--- src/rtl/mcnt_pkg.sv ---
package mcnt_pkg;

  typedef enum logic {
    DIR_UP = 1'b0,
    DIR_DN = 1'b1
  } mcnt_dir_e;

  typedef struct packed {
    logic src_ext;
    logic updown;
    logic clr_end;
    logic edge_both;
    logic edge_rise;
  } mcnt_cfg_t;

endpackage

--- src/rtl/mcnt_evsel.sv ---
module mcnt_evsel
  import mcnt_pkg::*;
(
  input  logic       clk,
  input  logic       rst_n,
  input  mcnt_cfg_t  cfg_i,
  input  logic       tick_i,
  input  logic       pin_i,
  output logic       ev_o
);

  logic pin_q;
  logic rise, fall, pin_ev;

  always_ff @(posedge clk or negedge rst_n) begin
    if (!rst_n) pin_q <= 1'b0;
    else        pin_q <= pin_i;
  end

  always_comb begin
    rise   = pin_i & ~pin_q;
    fall   = ~pin_i & pin_q;
    if (cfg_i.edge_both)      pin_ev = rise | fall;
    else if (cfg_i.edge_rise) pin_ev = rise;
    else                      pin_ev = fall;
    ev_o = cfg_i.src_ext ? pin_ev : tick_i;
  end

endmodule

--- src/rtl/mcnt_core.sv ---
module mcnt_core
  import mcnt_pkg::*;
#(
  parameter int CNT_W = 16
) (
  input  logic             clk,
  input  logic             rst_n,
  input  mcnt_cfg_t        cfg_i,
  input  logic             ev_i,
  input  logic [CNT_W-1:0] a1_i,
  output logic [CNT_W-1:0] cnt_o,
  output logic             hit_o
);

  localparam logic [CNT_W-1:0] ZERO = '0;
  localparam logic [CNT_W-1:0] ONE  = CNT_W'(1);

  function automatic logic [CNT_W-1:0] step_up(input logic [CNT_W-1:0] v);
    return v + ONE;
  endfunction

  function automatic logic [CNT_W-1:0] step_dn(input logic [CNT_W-1:0] v);
    return v - ONE;
  endfunction

  logic [CNT_W-1:0] cnt_q, cnt_n, up_v, dn_v;
  mcnt_dir_e        dir_q, dir_n;
  logic             hold_q, hold_n, hit_raw;

  always_comb begin
    up_v    = step_up(cnt_q);
    dn_v    = step_dn(cnt_q);
    cnt_n   = up_v;
    dir_n   = dir_q;
    hold_n  = 1'b0;
    hit_raw = 1'b0;
    if (cfg_i.updown) begin
      if (dir_q == DIR_UP) begin
        hit_raw = (up_v == a1_i);
        if (hit_raw) dir_n = DIR_DN;
      end else begin
        cnt_n = dn_v;
        if (dn_v == ZERO) dir_n = DIR_UP;
      end
    end else if (cfg_i.clr_end) begin
      dir_n = DIR_UP;
      if (cnt_q == a1_i) cnt_n = ZERO;
      else               hit_raw = (up_v == a1_i);
    end else begin
      dir_n = DIR_UP;
      if (hold_q) begin
        cnt_n = ZERO;
      end else if (up_v == a1_i) begin
        cnt_n   = ZERO;
        hit_raw = 1'b1;
        hold_n  = ~cfg_i.src_ext;
      end
    end
  end

  always_ff @(posedge clk or negedge rst_n) begin
    if (!rst_n) begin
      cnt_q  <= ZERO;
      dir_q  <= DIR_UP;
      hold_q <= 1'b0;
    end else if (ev_i) begin
      cnt_q  <= cnt_n;
      dir_q  <= dir_n;
      hold_q <= hold_n;
    end
  end

  assign cnt_o = cnt_q;
  assign hit_o = ev_i & hit_raw;

endmodule

--- src/rtl/mcnt_flag.sv ---
module mcnt_flag (
  input  logic clk,
  input  logic rst_n,
  input  logic hit_i,
  input  logic clr_i,
  output logic flag_o
);

  logic flag_q;

  always_ff @(posedge clk or negedge rst_n) begin
    if (!rst_n)     flag_q <= 1'b0;
    else if (hit_i) flag_q <= 1'b1;
    else if (clr_i) flag_q <= 1'b0;
  end

  assign flag_o = flag_q;

endmodule

--- src/rtl/mcnt_timer.sv ---
module mcnt_timer
  import mcnt_pkg::*;
#(
  parameter int CNT_W = 16
) (
  input  logic             clk,
  input  logic             rst_n,
  input  logic             tick_i,
  input  logic             ext_pin_i,
  input  logic             src_ext_i,
  input  logic             updown_i,
  input  logic             clr_end_i,
  input  logic             edge_both_i,
  input  logic             edge_rise_i,
  input  logic             a1_we_i,
  input  logic [CNT_W-1:0] a1_wdata_i,
  input  logic             flag_clr_i,
  output logic [CNT_W-1:0] cnt_o,
  output logic             flag_o
);

  mcnt_cfg_t        cfg;
  logic             cnt_ev;
  logic             hit;
  logic [CNT_W-1:0] a1_q;

  assign cfg = '{src_ext:   src_ext_i,
                 updown:    updown_i,
                 clr_end:   clr_end_i,
                 edge_both: edge_both_i,
                 edge_rise: edge_rise_i};

  always_ff @(posedge clk or negedge rst_n) begin
    if (!rst_n)       a1_q <= '0;
    else if (a1_we_i) a1_q <= a1_wdata_i;
  end

  mcnt_evsel u_evsel (
    .clk    (clk),
    .rst_n  (rst_n),
    .cfg_i  (cfg),
    .tick_i (tick_i),
    .pin_i  (ext_pin_i),
    .ev_o   (cnt_ev)
  );

  mcnt_core #(.CNT_W(CNT_W)) u_core (
    .clk   (clk),
    .rst_n (rst_n),
    .cfg_i (cfg),
    .ev_i  (cnt_ev),
    .a1_i  (a1_q),
    .cnt_o (cnt_o),
    .hit_o (hit)
  );

  mcnt_flag u_flag (
    .clk    (clk),
    .rst_n  (rst_n),
    .hit_i  (hit),
    .clr_i  (flag_clr_i),
    .flag_o (flag_o)
  );

endmodule

--- config.mk ---
export PLATFORM = sky130hd
export DESIGN_NAME = mcnt_timer
export DESIGN_NICKNAME = d
export VERILOG_FILES = /design/src/rtl/mcnt_pkg.sv /design/src/rtl/mcnt_evsel.sv /design/src/rtl/mcnt_core.sv /design/src/rtl/mcnt_flag.sv /design/src/rtl/mcnt_timer.sv
export SDC_FILE = /design/constraint.sdc
export NUM_CORES = 1
export LEC_CHECK = 0
export BUFFER_PORTS_ARGS = -buffer_cell sky130_fd_sc_hd__buf_2
export CAP_MARGIN = 20
export CORE_MARGIN = 2
export CORE_UTILIZATION = 45
export CTS_BUF_LIST = sky130_fd_sc_hd__clkbuf_16
export CTS_CLUSTER_SIZE = 40
export DETAILED_ROUTE_END_ITERATION = 6
export GPL_ROUTABILITY_DRIVEN = 0
export GPL_TIMING_DRIVEN = 0
export MAX_ROUTING_LAYER = met4
export PLACE_DENSITY_LB_ADDON = 0.1
export SLEW_MARGIN = 25
export SYNTH_ARGS = -nofsm -noshare
export SYNTH_HDL_FRONTEND = slang
export SYNTH_SLANG_ARGS = --single-unit
--- constraint.sdc ---
create_clock -name clk -period 3.9 [get_ports clk]
set_clock_uncertainty 0.1 [all_clocks]
set_input_delay 1.17 -clock clk [delete_from_list [all_inputs] [get_ports clk]]
set_output_delay 1.17 -clock clk [all_outputs]
set_load 0.01 [all_outputs]
* After elaboration in Yosys (flattened, before gate mapping) *
Cells that the tools add are included.

storage, ports and cells
  bits in latches = 0
  bits in writable memories = 0
  bits of input ports = 27
  ROM bits = 0
  bits in registers = 36
  memories kept = 0

cells by class
  order comparisons = 0
  bitwise logic cells = 7
  shifts and indexed selects = 0
  mux-type cells = 24
  reduce and logical (&&, ||, !) cells = 2
  add/subtract/negate cells = 2
  equal/unequal tests = 2
  $mul = 0
  div/mod/pow operators = 0

operators by type and width
  cell                     number
  $mux W16                 6
  $eq A16 B16 Y1           2
  $mux W1                  18
  $add A16 B1 Y16 const B  1
  $logic_not A16 Y1        1
  $sub A16 B1 Y16 const B  1
  $and A1 B1 Y1            3
  $not A1 Y1               3
  $reduce_bool A2 Y1       1
  $or A1 B1 Y1             1

* Longest topological paths before layout *
  depth in word-level cells = 8
  mapped depth = 11

* Modules after synthesis *
Synthesis repeated with hierarchy kept, for this count alone.

unflattened totals
  cell total of the unflattened synthesis = 345
  area, all modules = 2,966.6 um^2

by module, submodules not included
  module      cells each  seq. area each (um^2)  area each (um^2)  instances
  mcnt_core   298         450.4                  2,185.8           1
  mcnt_timer  34          400.4                  649.4             1
  mcnt_evsel  10          25.0                   95.1              1
  mcnt_flag   3           25.0                   36.3              1

* Worst setup path before layout *
No wires, ideal clock.

  kind = input to register
  start point = input ext_pin_i
  end point = register u_core.cnt_q[10], in the netlist u_core.cnt_o[10]
  data arrival time = 2.827 ns
  path buffers = 2
  setup time = 0.127 ns
  data required time = 3.673 ns
  cell stages on the path = 10
  slack = 0.846 ns
  cells stage by stage = inv_1 > ha_1 > mux2_2 > o211ai_1 > o21a_1 > clkbuf_1 > buf_1 > nor2_1 > a32oi_1 > nand3_1

on the way
  word-level cells in the longest chain between the ends = 5

RTL lines
  item                                            RTL line                            text
  from (decl)                                     mcnt_timer.sv:9                     input logic ext_pin_i,
  $not A1 Y1                                      mcnt_evsel.sv:22                    fall = ~pin_i & pin_q;
  $and A1 B1 Y1                                   mcnt_evsel.sv:22
  $mux W1 / $or A1 B1 Y1 (equally long branches)  mcnt_evsel.sv:24, mcnt_evsel.sv:23
  $mux W1 *                                       mcnt_evsel.sv:23                    if (cfg_i.edge_both) pin_ev = rise | fall;
  $mux W1 *                                       mcnt_evsel.sv:26                    ev_o = cfg_i.src_ext ? pin_ev : tick_i;
  to (signal assigned)                            mcnt_core.sv:67                     cnt_q <= cnt_n;
  to (decl)                                       mcnt_core.sv:26                     logic [CNT_W-1:0] cnt_q, cnt_n, up_v, dn_v;

Every way passes the cells marked *; elsewhere a longest branch is shown, timed or not.
A chain may end at the register's enable or synchronous reset.

* Worst setup path in the final report *
Same ends and word-level chain as after synthesis.

==> reports/metrics.csv <==
stage,metric,value,unit
run_status,status,completed,
finish,area_growth,16.0,%
synth,synth_async_sr_flop_share,1.00,
cts,cts_max_level,2,
placement,dp_cells,468,
routing,vias,2904,
run,cap_violations,0,
synth,yosys_warnings,0,
critical_path,cp_cell_sequence,buf_2 > inv_1 > ha_1 > mux2_2 > o211ai_1 > o21a_1 > clkbuf_1 > buf_1 > nor2_1 > a32oi_1 > nand3_1,
sta,setup_viol,0,
synth,synthesis.nets,382,
routing,dr_wl_met3,506,um
finish,layout.nets,430,
global_route,grt_max_degree,37,
pwr,p_leak,0.00134,uW
synth,synth_edf_count,0,
pwr,p_seq_frac,0.282,
finish,layout_commonest_cell,buf_2,
synth,synth_cell_types,64,
routing,drt-met1-wl,3930,um
die,initial_utilization,0.464,
cts,cts.sinks,36,
critical_path,critPathMaxFanout,10,
critical_path,crit_path_start_kind,primary input,
global_route,antenna_found_initial,0,
pwr,power_density,555,nW/um^2
placement,dp_slack,0.237,ns
pwr,p_comb_frac,0.468,
synth,syn_area,2930,sq um
sta,fin_crit_sh,0.869,
routing,wl_per_cell,17.9,um
global_route,grt_pass1_wl,13800,um
pwr,total_power,1890,uW
die,die_w,84.6,um
pwr,peakVddDrop,371,uV
sta,min_period,3.39,ns
die,fp-row-count,29,
routing,top_layer_used,met4,
pwr,switching_share,0.420,
routing,wl,8520,um
hold_path,min_to,u_core.hold_q$_DFFE_PN0P_,
synth,synth_ff_type,dfrtp_1,
die,die_area,7160,sq um
placement,port_buffers,41,
cts,postCtsSetupBuffers,0,
sta,hold_violations,0,
sta,holdWs,0.417,ns
routing,viasPerCell,6.10,
critical_path,reg2reg_slack,0.64,ns
cts,cts.path.max_buffers,2,
cts,cts_resized,0,
sta,worst_slew_pin_slew,0.813,ns
finish,final_cells,476,
die,core,6310,sq um
pwr,p_clk_frac,0.250,
synth,synthCells,350,
synth,seq_area_frac_synth,0.308,
finish,layout-drive-gt1-share,0.221,
global_route,grt_pass1_vias,2623,
sta,slew_viol_final,0,
cts,cts_buffers,5,
synth,synth-seq-cells,36,
hold_path,hold_path.class,reg2reg,
finish,fillCellCount,648,
sta,rsz0062_at_grt,false,
critical_path,crit_path_end_kind,flop,
cts,clkLatencyLatePin,0.29,ns
critical_path,cp_slowest_cell,buf_1,
critical_path,r2r_start,u_core.cnt_o[0]$_DFFE_PN0P_,
critical_path,worst_path_largest_cell_delay,0.53,ns
critical_path,arrival,3.45,ns
sta,fin_ws,0.513,ns
routing,drc,0,
cts,holdBufCountCts,0,
sta,relSlewSlack,0.458,
sta,fmaxAchievable,0.295,GHz
critical_path,reg2reg_depth,9,
global_route,gr-total-overflow,0,
routing,drt_iter0_drc,252,
synth,syn_avg_cell_area,8.36,sq um
placement,post-dp-hpwl,6320,um
critical_path,required,3.97,ns
hold_path,hp-start,u_core.hold_q$_DFFE_PN0P_,
cts,cts_tree,done,
finish,multi_input_area,1860,sq um
hold_path,hold_depth,2,
global_route,grt_usage,0.252,
finish,regArea,901,sq um
finish,layout_common_cells,"buf_2, dfrtp_1, nand2_1",
finish,antenna_cells,0,
sta,fin_setup_tns,0,ns
cts,cts_root_buf,clkbuf_16,
routing,first_pass_iters,5,
die,ios,44,
die,die_y,84.6,um
routing,detail-route-antenna-nets,0,
pwr,p_int,1090,uW
cts,path_clk_slew,0.06,ns
critical_path,crit_type,in2reg,
pwr,p_sw,792,uW
critical_path,r2r_end,u_core.cnt_o[6]$_DFFE_PN0P_,
routing,wl_met2,3820,um
[Yosys cell counts (all sizes together) (3+ instances only)]
library cell,number,area [sq um]
dfrtp,36,901
nand2,33,129
nor2,26,97.6
nand3,24,130
xnor2,23,201
o21ai,19,95.1
clkbuf,18,68.8
a21oi,17,88.8
mux2,16,180
nor3,15,86.3
xor2,11,96.3
buf,10,56.3
inv,10,37.5
nand4,8,50.1
nor4,7,43.8
ha,5,62.6
o31ai,5,37.5
nand3b,4,30.0
o21a,4,30.0
or3,4,25.0
a211oi,3,40.0
a22oi,3,22.5
and3,3,18.8
and4,3,26.3
o22ai,3,18.8
[stage by stage]
| step | area [sq um] | util |
|---|---|---|
| final | 3400 | 0.538 |
| after global routing | 3400 | 0.538 |
| after CTS | 3400 | 0.538 |
| after detailed placement | 3230 | 0.511 |
| after global placement | 3230 | 0.511 |
| after floorplan | 2930 | - |
[flip-flops by register name, summed over array words and instances, names as in the netlist]
name           cells
a1_q              16
u_flag.flag_o      1
u_core.cnt_o      16
u_core.hold_q      1
u_core.dir_q       1
u_evsel.pin_q      1
[cells by family after synthesis]
| group | Yosys count | share of synthesized area |
|---|---|---|
| and+or+nand+nor | 140 | 0.257 |
| AOI/OAI and AO/OA | 78 | 0.185 |
| buffers and inverters | 38 | 0.0556 |
| DFF | 36 | 0.308 |
| xor gates and xnor gates | 34 | 0.102 |
| muxes | 18 | 0.0684 |
| adders and majority gates | 6 | 0.0248 |
[how the worst max path moves through the flow]
stage	from	end	slack [ns]	depth (start not counted)
6_report	ext_pin_i	u_core.cnt_o[10]$_DFFE_PN0P_	0.51	11
5_1_grt	ext_pin_i	u_core.cnt_o[10]$_DFFE_PN0P_	0.37	11
4_1_cts	ext_pin_i	u_core.cnt_o[10]$_DFFE_PN0P_	0.53	11
3_5_place_dp	ext_pin_i	u_core.cnt_o[10]$_DFFE_PN0P_	0.24	11
3_3_place_gp	ext_pin_i	u_core.cnt_o[10]$_DFFE_PN0P_	0.27	11
2_1_floorplan	ext_pin_i	u_core.cnt_o[10]$_DFFE_PN0P_	0.85	10
[worst max-delay path: cells and delay by family]
family	cells	cell delay [ns]
buf+inv	4	1.09
compound gates	3	0.56
mux	1	0.27
fa+ha+maj	1	0.18
simple gates	2	0.18
[routing by layer]
layer  global-route usage  vias to the layer above
li1                     -                     1370
met4               0.0794                        0
met1                0.355                     1374
met5                    -                        -
met3               0.0275                       28
met2                0.380                      132
[cell type report]
class                           count  area share
Timing Repair Buffer               41      0.0604
Multi-Input combinational cell    276       0.549
Inverter                           10      0.0111
Clock inverter                      3      0.0125
Sequential cell                    36       0.265
Buffer                             28      0.0368
Clock buffer                        5      0.0368
Tap cell                           77      0.0284
[power groups by stage]
stage,Clock (uW),Sequential (uW),Combinational [uW]
floorplan,0,541,618
global placement,0,538,858
detailed placement,0,536,873
CTS,476,530,879
global route,494,545,964
finish,472,531,883
Note: power is estimated with default switching activity, not from simulation.
